**config.mk**
```make
export PLATFORM = sky130hd
export DESIGN_NAME = preset_fade_scaler
export DESIGN_NICKNAME = d
export VERILOG_FILES = /design/src/rtl/pfs_pkg.sv /design/src/rtl/pfs_src_select.sv /design/src/rtl/pfs_fade_ctrl.sv /design/src/rtl/pfs_chan.sv /design/src/rtl/preset_fade_scaler.sv
export SDC_FILE = /design/constraint.sdc
export NUM_CORES = 1
export LEC_CHECK = 0
export ABC_AREA = 1
export BUFFER_PORTS_ARGS = -buffer_cell sky130_fd_sc_hd__clkbuf_2
export CAP_MARGIN = 10
export CORE_ASPECT_RATIO = 1.75
export CORE_MARGIN = 4
export CORE_UTILIZATION = 63
export DETAILED_ROUTE_END_ITERATION = 16
export GPL_ROUTABILITY_DRIVEN = 0
export HOLD_SLACK_MARGIN = 0.03
export PLACE_DENSITY = 0.88
export SYNTH_ARGS = -nofsm -noshare
export SYNTH_HDL_FRONTEND = slang
export SYNTH_HIERARCHICAL = 1
export SYNTH_SLANG_ARGS = --single-unit
```
**constraint.sdc**
```tcl
create_clock -name clk -period 6.5 [get_ports clk]
set_input_delay 0.325 -clock clk [delete_from_list [all_inputs] [get_ports clk]]
set_output_delay 0.325 -clock clk [all_outputs]
set_load 0.01 [all_outputs]
```
**src/rtl/pfs_pkg.sv**
```systemverilog
package pfs_pkg;
    typedef enum logic [1:0] {
        PH_HOLD = 2'd0,
        PH_DOWN = 2'd1,
        PH_UP   = 2'd2
    } phase_e;

    localparam logic [2:0] PRESET_BYPASS = 3'b111;
endpackage

```
**src/rtl/pfs_src_select.sv**
```systemverilog
module pfs_src_select (
    input  logic       src_sel,
    input  logic [2:0] strap_preset,
    input  logic [1:0] strap_shift,
    input  logic [2:0] reg_preset,
    input  logic [1:0] reg_shift,
    output logic [2:0] want_preset,
    output logic [1:0] want_shift
);
    // straps when low, control register when high
    always_comb begin
        if (src_sel) begin
            want_preset = reg_preset;
            want_shift  = reg_shift;
        end else begin
            want_preset = strap_preset;
            want_shift  = strap_shift;
        end
    end
endmodule

```
**src/rtl/pfs_fade_ctrl.sv**
```systemverilog
module pfs_fade_ctrl
    import pfs_pkg::*;
#(
    parameter int RAMP_STEPS = 64,
    parameter int GAIN_W     = $clog2(RAMP_STEPS) + 1
) (
    input  logic              clk,
    input  logic              rst_n,
    input  logic              smp_stb,
    input  logic [2:0]        want_preset,
    output logic [2:0]        active_preset,
    output logic [GAIN_W-1:0] gain,
    output phase_e            phase
);
    localparam logic [GAIN_W-1:0] FULL = GAIN_W'(RAMP_STEPS);
    localparam logic [GAIN_W-1:0] ONE  = GAIN_W'(1);

    typedef struct packed {
        phase_e            phase;
        logic [GAIN_W-1:0] gain;
        logic [2:0]        active;
    } fade_st_t;

    fade_st_t st_d, st_q;

    always_comb begin
        st_d = st_q;
        if (!rst_n) begin
            // full gain, preset taken from the selected source
            st_d.phase  = PH_HOLD;
            st_d.gain   = FULL;
            st_d.active = want_preset;
        end else if (smp_stb) begin
            unique case (st_q.phase)
                PH_HOLD: begin
                    if (want_preset != st_q.active) begin
                        st_d.phase = PH_DOWN;
                        st_d.gain  = st_q.gain - ONE;
                    end
                end
                PH_DOWN: begin
                    // swap only once the gain has reached zero
                    if (st_q.gain == '0) begin
                        st_d.active = want_preset;
                        st_d.phase  = PH_UP;
                    end else begin
                        st_d.gain = st_q.gain - ONE;
                    end
                end
                PH_UP: begin
                    if (want_preset != st_q.active) begin
                        // reverse the ramp
                        if (st_q.gain == '0) begin
                            st_d.active = want_preset;
                        end else begin
                            st_d.phase = PH_DOWN;
                            st_d.gain  = st_q.gain - ONE;
                        end
                    end else begin
                        st_d.gain = st_q.gain + ONE;
                        if (st_q.gain == FULL - ONE) begin
                            st_d.phase = PH_HOLD;
                        end
                    end
                end
                default: st_d.phase = PH_HOLD;
            endcase
        end
    end

    always_ff @(posedge clk) begin
        st_q <= st_d;
    end

    assign active_preset = st_q.active;
    assign gain          = st_q.gain;
    assign phase         = st_q.phase;
endmodule

```
**src/rtl/pfs_chan.sv**
```systemverilog
module pfs_chan #(
    parameter int DW        = 16,
    parameter int SUM_W     = 18,
    parameter int GAIN_W    = 7,
    parameter int RAMP_LOG2 = 6
) (
    input  logic                    clk,
    input  logic                    rst_n,
    input  logic                    smp_stb,
    input  logic signed [SUM_W-1:0] wet,
    input  logic signed [DW-1:0]    dry,
    input  logic                    bypass,
    input  logic [1:0]              shift,
    input  logic [GAIN_W-1:0]       gain,
    output logic signed [DW-1:0]    y
);
    localparam int PW = SUM_W + GAIN_W + 1;
    localparam logic signed [PW-1:0] HI = (PW'(1) <<< (DW - 1)) - PW'(1);
    localparam logic signed [PW-1:0] LO = ~HI;

    logic signed [SUM_W-1:0] src;
    logic signed [PW-1:0]    prod;
    logic signed [PW-1:0]    scaled;
    logic signed [DW-1:0]    y_d, y_q;

    always_comb begin
        // dry path for bypass, R3: shifted filtered path otherwise
        if (bypass) src = SUM_W'(dry);
        else        src = wet >>> shift;
        prod   = PW'(src) * PW'($signed({1'b0, gain}));
        scaled = prod >>> RAMP_LOG2;
        // clamp instead of wrapping
        if (scaled > HI)      y_d = HI[DW-1:0];
        else if (scaled < LO) y_d = LO[DW-1:0];
        else                  y_d = scaled[DW-1:0];
        if (!rst_n)           y_d = '0;
        else if (!smp_stb)    y_d = y_q;
    end

    always_ff @(posedge clk) begin
        y_q <= y_d;
    end

    assign y = y_q;
endmodule

```
**src/rtl/preset_fade_scaler.sv**
```systemverilog
module preset_fade_scaler
    import pfs_pkg::*;
#(
    parameter int DW         = 16,
    parameter int SUM_W      = 18,
    parameter int RAMP_STEPS = 64
) (
    input  logic                    clk,
    input  logic                    rst_n,
    input  logic                    src_sel,
    input  logic [2:0]              strap_preset,
    input  logic [1:0]              strap_shift,
    input  logic [2:0]              reg_preset,
    input  logic [1:0]              reg_shift,
    input  logic                    smp_stb,
    input  logic signed [SUM_W-1:0] wet_l,
    input  logic signed [SUM_W-1:0] wet_r,
    input  logic signed [DW-1:0]    dry_l,
    input  logic signed [DW-1:0]    dry_r,
    output logic signed [DW-1:0]    out_l,
    output logic signed [DW-1:0]    out_r,
    output logic [2:0]              active_preset
);
    localparam int RAMP_LOG2 = $clog2(RAMP_STEPS);
    localparam int GAIN_W    = RAMP_LOG2 + 1;
    localparam int NCH       = 2;

    logic [2:0]        want_preset;
    logic [1:0]        want_shift;
    logic [GAIN_W-1:0] fade_gain;
    phase_e            fade_phase;
    logic [1:0]        fade_phase_bits;

    logic signed [SUM_W-1:0] wet_a [NCH];
    logic signed [DW-1:0]    dry_a [NCH];
    logic signed [DW-1:0]    out_a [NCH];

    pfs_src_select u_sel (
        .src_sel      (src_sel),
        .strap_preset (strap_preset),
        .strap_shift  (strap_shift),
        .reg_preset   (reg_preset),
        .reg_shift    (reg_shift),
        .want_preset  (want_preset),
        .want_shift   (want_shift)
    );

    pfs_fade_ctrl #(
        .RAMP_STEPS (RAMP_STEPS),
        .GAIN_W     (GAIN_W)
    ) u_fade (
        .clk           (clk),
        .rst_n         (rst_n),
        .smp_stb       (smp_stb),
        .want_preset   (want_preset),
        .active_preset (active_preset),
        .gain          (fade_gain),
        .phase         (fade_phase)
    );

    assign fade_phase_bits = fade_phase;

    assign wet_a[0] = wet_l;
    assign wet_a[1] = wet_r;
    assign dry_a[0] = dry_l;
    assign dry_a[1] = dry_r;

    for (genvar c = 0; c < NCH; c++) begin : g_ch
        pfs_chan #(
            .DW        (DW),
            .SUM_W     (SUM_W),
            .GAIN_W    (GAIN_W),
            .RAMP_LOG2 (RAMP_LOG2)
        ) u_ch (
            .clk     (clk),
            .rst_n   (rst_n),
            .smp_stb (smp_stb),
            .wet     (wet_a[c]),
            .dry     (dry_a[c]),
            .bypass  (active_preset == PRESET_BYPASS),
            .shift   (want_shift),
            .gain    (fade_gain),
            .y       (out_a[c])
        );
    end

    assign out_l = out_a[0];
    assign out_r = out_a[1];
endmodule

```
Word level (Yosys, flattened, before mapping). Index checks and enable logic that the tools add are counted.

Register bits: 44. Latch bits: 0. Memory bits (writable): 0. ROM bits: 0. Input port bits: 82. Output and inout port bits: 35. Logic and storage cells: 55. Memories: 0.

Add/subtract/negate cells: 2. $mul: 2. Divide/modulo/power cells: 0. $lt $le $gt $ge: 4. Eq/ne operators: 13. Shift operators: 2. Mux-type cells: 21. Bitwise operators: 0. Reductions and logical operators: 6.

Operators with widths (count): 16-bit 2-to-1 mux (4); 18-bit by 8-bit multiplier with 26-bit output (2); 20-bit by 16-bit > comparator with 1-bit output (second input constant) (2); 20-bit by 16-bit < comparator with 1-bit output (second input constant) (2); 18-bit 2-to-1 mux (2); 18-bit by 2-bit >>> shifter with 18-bit output (2); 9-bit 2-to-1 mux (3); 7-bit one-hot mux with 3 select lines (1); 3-bit 2-to-1 mux (5); 5-bit AND reduction (2); 7-bit by 1-bit adder with 7-bit output (second input constant) (1); 7-bit by 6-bit equality test with 1-bit output (second input constant) (1); 7-bit zero test (1); 7-bit 2-to-1 mux (1); 7-bit by 1-bit subtractor with 7-bit output (second input constant) (1); 2-bit 2-to-1 mux (3); 2-bit by 1-bit != test with 1-bit output (second input constant) (3); 3-bit by 1-bit != test with 1-bit output (second input constant) (2); 2-bit one-hot mux with 3 select lines (1); 3-bit one-hot mux with 2 select lines (1); 3-bit equality test (second input constant) (1); 3-bit by 2-bit != test with 1-bit output (second input constant) (1); 3-bit != test (1); 3-bit != test (second input constant) (1); 6 further kinds (6).

Logic depth before layout (Yosys ltp).
Word-level depth: 7. Mapped depth: 35. Gate-level depth less buffers: 33.

Modules after synthesis. Netlist, hierarchy kept.

By module, submodules not included: pfs_chan at g_ch[0].u_ch (times used 1, cells an instance 854, area an instance 6062.1 sq um, seq. area each 320.3 sq um); pfs_chan at g_ch[1].u_ch (times used 1, cells an instance 833, area an instance 5963.2 sq um, seq. area each 320.3 sq um); pfs_fade_ctrl (times used 1, cells an instance 175, area an instance 1102.3 sq um, seq. area each 270.3 sq um); pfs_src_select (times used 1, cells an instance 16, area an instance 60.1 sq um, seq. area each 0.0 sq um); preset_fade_scaler (times used 1, cells an instance 3, area an instance 13.8 sq um, seq. area each 0.0 sq um).

Worst setup path after synthesis. Ideal clock, no wire load.

Path type: input-to-reg. From: input src_sel. To: register g_ch[0].u_ch.y_q[0]. Arrival time: 5.762 ns. Data required time: 6.378 ns. Path slack: 0.616 ns. Stages: 29. Buffers on the path: 3. Path through: inv_2 nand2_1 nand2_1 buf_6 clkbuf_1 mux2i_1 nor2_1 o22ai_1 nor2_1 fa_1 fa_1 fa_1 inv_1 fa_1 inv_1 ha_1 a21oi_1 inv_1 a31oi_1 nand2_1 a21oi_1 nand2_1 nand2_1 nand2_1 nor2_1 nand3_2 a21oi_4 buf_8 a21oi_2.

Longest elaborated chain between the ends: 7. Elaborated cells on any way between the ends: 8. Those cells by class: mul: 1; order compare: 2; shift: 1; mux: 4.

Ends and longest elaborated chain: start, declared (RTL line preset_fade_scaler.sv:10) `input logic src_sel,`; 2-bit 2-to-1 mux (*) (RTL line pfs_src_select.sv:12) `if (src_sel) begin`; net want_shift[0] (RTL line preset_fade_scaler.sv:29) `logic [1:0] want_shift;`; 18-bit by 2-bit >>> shifter with 18-bit output (*) (RTL line pfs_chan.sv:29) `else src = wet >>> shift;`; 18-bit 2-to-1 mux (*) (RTL line pfs_chan.sv:28) `if (bypass) src = SUM_W'(dry);`; 18-bit by 8-bit multiplier with 26-bit output (*) (RTL line pfs_chan.sv:30) `prod = PW'(src) * PW'($signed({1'b0, gain}));`; 20-bit by 16-bit < comparator with 1-bit output (RTL line pfs_chan.sv:34) `else if (scaled < LO) y_d = LO[DW-1:0];`; 16-bit 2-to-1 mux (RTL line pfs_chan.sv:34); 16-bit 2-to-1 mux (*) (RTL line pfs_chan.sv:33) `if (scaled > HI) y_d = HI[DW-1:0];`; end signal, assigned (RTL line pfs_chan.sv:41) `y_q <= y_d;`; end, declared (RTL line pfs_chan.sv:24) `logic signed [DW-1:0] y_d, y_q;`.

The timed path passes the listed nets; every way through them passes the cells marked *. A chain may end at the register's enable or synchronous reset.

Worst setup path after layout.
From: register u_fade.st_q (netlist bit u_fade/active_preset[1]). To: register g_ch[1].u_ch.y_q[6].

Longest elaborated chain between the ends: 6. Elaborated cells on any way between the ends: 7. Those cells by class: mul: 1; order compare: 2; eq/ne: 1; mux: 3.

Ends and longest elaborated chain: start, declared (RTL line pfs_fade_ctrl.sv:24) `fade_st_t st_d, st_q;`; start signal, assigned (RTL line pfs_fade_ctrl.sv:72) `st_q <= st_d;`; 3-bit equality test (*) (RTL line preset_fade_scaler.sv:80) `.bypass (active_preset == PRESET_BYPASS),`; 18-bit 2-to-1 mux (*) (RTL line pfs_chan.sv:28); 18-bit by 8-bit multiplier with 26-bit output (*) (RTL line pfs_chan.sv:30); 20-bit by 16-bit < comparator with 1-bit output (RTL line pfs_chan.sv:34); 16-bit 2-to-1 mux (RTL line pfs_chan.sv:34); 16-bit 2-to-1 mux (*) (RTL line pfs_chan.sv:33); end signal, assigned (RTL line pfs_chan.sv:41); end, declared (RTL line pfs_chan.sv:24).

Mark *: on every way between the ends. The rest lies on a longest branch, timed or not.

==> flow_summary.json <==
{
  "outcome": "complete, no violations",
  "holdPathEnd": "u_fade/active_preset[2]$_DFFE_PP_",
  "start_kind": "flop",
  "initial_core_util": 0.6452,
  "finClkSkew_ns": 0.009474,
  "ioPinCount": 117,
  "worst-path-max-fanout": 15,
  "yosysTopAreaCellShare": 0.2881,
  "clock_sinks": 44,
  "synthCells": 1881,
  "maxCapViolations": 0,
  "final_hold_viol_count": 0,
  "vias": 12860,
  "ant_nets": 0,
  "htreeDepth": 2,
  "final_max_slew_viol_count": 0,
  "die_h_um": 199.5,
  "yosys_warnings": 6,
  "drt_pre_antenna_iters": 7,
  "period_minus_slack_ns": 6.205,
  "r2r-end": "g_ch[1].u_ch/y[6]$_SDFFE_PN0P_",
  "slowest_delay_ns": 0.57,
  "cts_buffers": 5,
  "synthesis.nets": 2256,
  "cp.required_ns": 6.69,
  "via_per_inst": 5.724,
  "synthArstFlopShare": 0,
  "worst-path-buf-inv": 7,
  "clk_pin_slew_ns": 0.07,
  "crit_family": "adder cells",
  "synth_cell_type_count": 51,
  "antenna_cells": 0,
  "post-dp-hpwl_mm": 30.71,
  "syn_avg_cell_area_um2": 7.018,
  "critPathSlowestCell": "fa_1",
  "area_delta_synth_final_pct": 8.549,
  "end_kind": "flop",
  "fp.dieW_um": 117.4,
  "portBuffers": 116,
  "clockBufferDepth": 2,
  "hold_start": "strap_preset[2]",
  "vdd_drop_max_mv": 0.4482,
  "reg2reg_depth": 27,
  "std_cell_rows": 69,
  "synth_area_leaders": "fa_1, inv_1, ha_1",
  "period_share": 0.9546,
  "cts_tree": "yes",
  "p_leak_uw": 0.007986,
  "grt_usage": 0.3251,
  "hold_class": "input port to flop",
  "wl_mm": 37.51,
  "final_nets": 2373,
  "post-route-drc-count": 0,
  "clock_latency_ns": 0.31,
  "slew_headroom": 0.4313,
  "grt_pass1_vias": 13690,
  "clock.fmax_mhz": 161.2,
  "final_core_util": 0.7004,
  "worstPathArrival_ns": 6.39,
  "die_area_um2": 23430,
  "drive_gt1_frac": 0.1431,
  "crit_type": "flop to flop",
  "synth_seq_area_share": 0.06900,
  "design_area_um2": 14330,
  "synth-seq-cells": 44,
  "synth_edf_count": 3,
  "r2r_slack_ns": 0.29,
  "grt_max_degree": 43,
  "placed_area_um2": 14100,
  "rr_startpoint": "u_fade/active_preset[1]$_DFFE_PP_",
  "hold_depth": 3,
  "power_density_nw_per_um2": 548.3,
  "syn_area_um2": 13200,
  "worst_pin_slew_ns": 0.8530,
  "grt_pass1_wl_mm": 61.56,
  "grt-ovfl-total": 0,
  "cts-root-buf": "clkbuf_16",
  "synth_top_area_cell": "fa_1",
  "yosysMostFrequentCell": "inv_1",
  "worst_hold_slack_ns": 0.3315,
  "drtIter0Drc": 926,
  "antenna_found_initial": 0,
  "synthTopCellsByCount": "inv_1, nand2_1, nor2_1",
  "wl_per_cell_um": 16.69,
  "ys.flop_type": "dfxtp_1",
  "setup_viol": 0,
  "core_um2": 20460
}
layer usage:
layer | wire (µm) | global-route usage | vias to the layer above
met1 | 11440 | 0.2853 | 6084
met2 | 20450 | 0.6320 | 572
met3 | 1733 | 0.04022 | 253
met5 | 0 | 0 | -
met4 | 3879 | 0.3027 | 0
li1 | - | - | 5952
worst min-delay path, delay by kind of cell:
kind | cells | cell delay [ns]
buffers and inverters | 1 | 0.07
AND/OR/NAND/NOR | 2 | 0.12
cell type report:
| cell class | count | area, µm² |
|---|---|---|
| tap | 248 | 310.3 |
| fill | 1661 | 6131 |
| multi-input combinational | 1380 | 10520 |
| timing repair buffer | 151 | 850.8 |
| sequential | 44 | 910.9 |
| clock buffer | 5 | 125.1 |
| clock inverter | 3 | 45.04 |
| inverter | 416 | 1572 |
state kept, by name, indices dropped and copies added (netlist names):
signal,flops
g_ch.u_ch/y,32
u_fade/active_preset,3
u_fade/gain,7
u_fade/phase,2
placed cells by master (no fill, tap or decap), drive strengths merged, types with 4 or more instances in the layout:
cell type	instances
a21boi	4
a21o	9
a21oi	83
a31oi	12
buf	35
clkbuf	121
clkinv	4
dfxtp	41
fa	190
ha	103
inv	414
mux2i	19
nand2	384
nand3	71
nand4	9
nor2	314
nor3	8
nor4	4
o21ai	98
o21bai	5
o22ai	13
xnor2	14
xor2	29
stage by stage:
step / setup WS (ns) / instances / TNS (ns) / total power (µW)
final: 0.2950 / 2247 / 0 / 7857
after global placement: 0.1872 / 2236 / 0 / 7170
after detailed placement: -0.006507 / 2236 / -0.006507 / 7370
after global routing: -0.05052 / 2247 / -0.2274 / 8703
after floorplan: 0.6161 / 1881 / 0 / 5722
after CTS: 0.1051 / 2244 / 0 / 7732
power by group:
part           total, µW  internal, µW  switching [µW]
Sequential           430           368            62.3
Combinational       7110          2480            4640
Clock                314           184             130
Total               7860          3030            4830
cells by family (layout without fill, tap and decap cells):
| kind of cell | Yosys count | after routing | synth area share |
|---|---|---|---|
| adder cells (fa/ha/maj) | 293 | 293 | 0.3857 |
| buffers and inverters | 457 | 575 | 0.1369 |
| XOR/XNOR | 43 | 43 | 0.02853 |
| AND/OR/NAND/NOR | 795 | 795 | 0.2623 |
| multiplexers | 19 | 19 | 0.01441 |
| AO/OA/AOI/OAI | 230 | 230 | 0.1032 |
| flip-flops | 44 | 44 | 0.06900 |
how the worst max path moves through the flow:
stage | startpoint | to | slack, ns | depth (start not counted)
after detailed placement | u_fade/active_preset[1]$_DFFE_PP_ | g_ch[0].u_ch/y[4]$_SDFFE_PN0P_ | -0.007 | 27
after floorplan | src_sel | g_ch[0].u_ch/y[0]$_SDFFE_PN0P_ | 0.62 | 29
after global placement | u_fade/active_preset[1]$_DFFE_PP_ | g_ch[0].u_ch/y[2]$_SDFFE_PN0P_ | 0.19 | 28
after CTS | u_fade/active_preset[1]$_DFFE_PP_ | g_ch[0].u_ch/y[4]$_SDFFE_PN0P_ | 0.11 | 27
final | u_fade/active_preset[1]$_DFFE_PP_ | g_ch[1].u_ch/y[6]$_SDFFE_PN0P_ | 0.29 | 27
after global routing | u_fade/active_preset[0]$_DFFE_PP_ | g_ch[0].u_ch/y[5]$_SDFFE_PN0P_ | -0.05 | 28
what timing repair did:
action,4_1_cts,5_1_grt
pin swaps,0,1
buffers inserted,0,3
gates resized for setup,1,17
hold buffers,0,0
endpoints found under the setup margin,15,30
No activity file was read; power rests on OpenSTA's default activity.
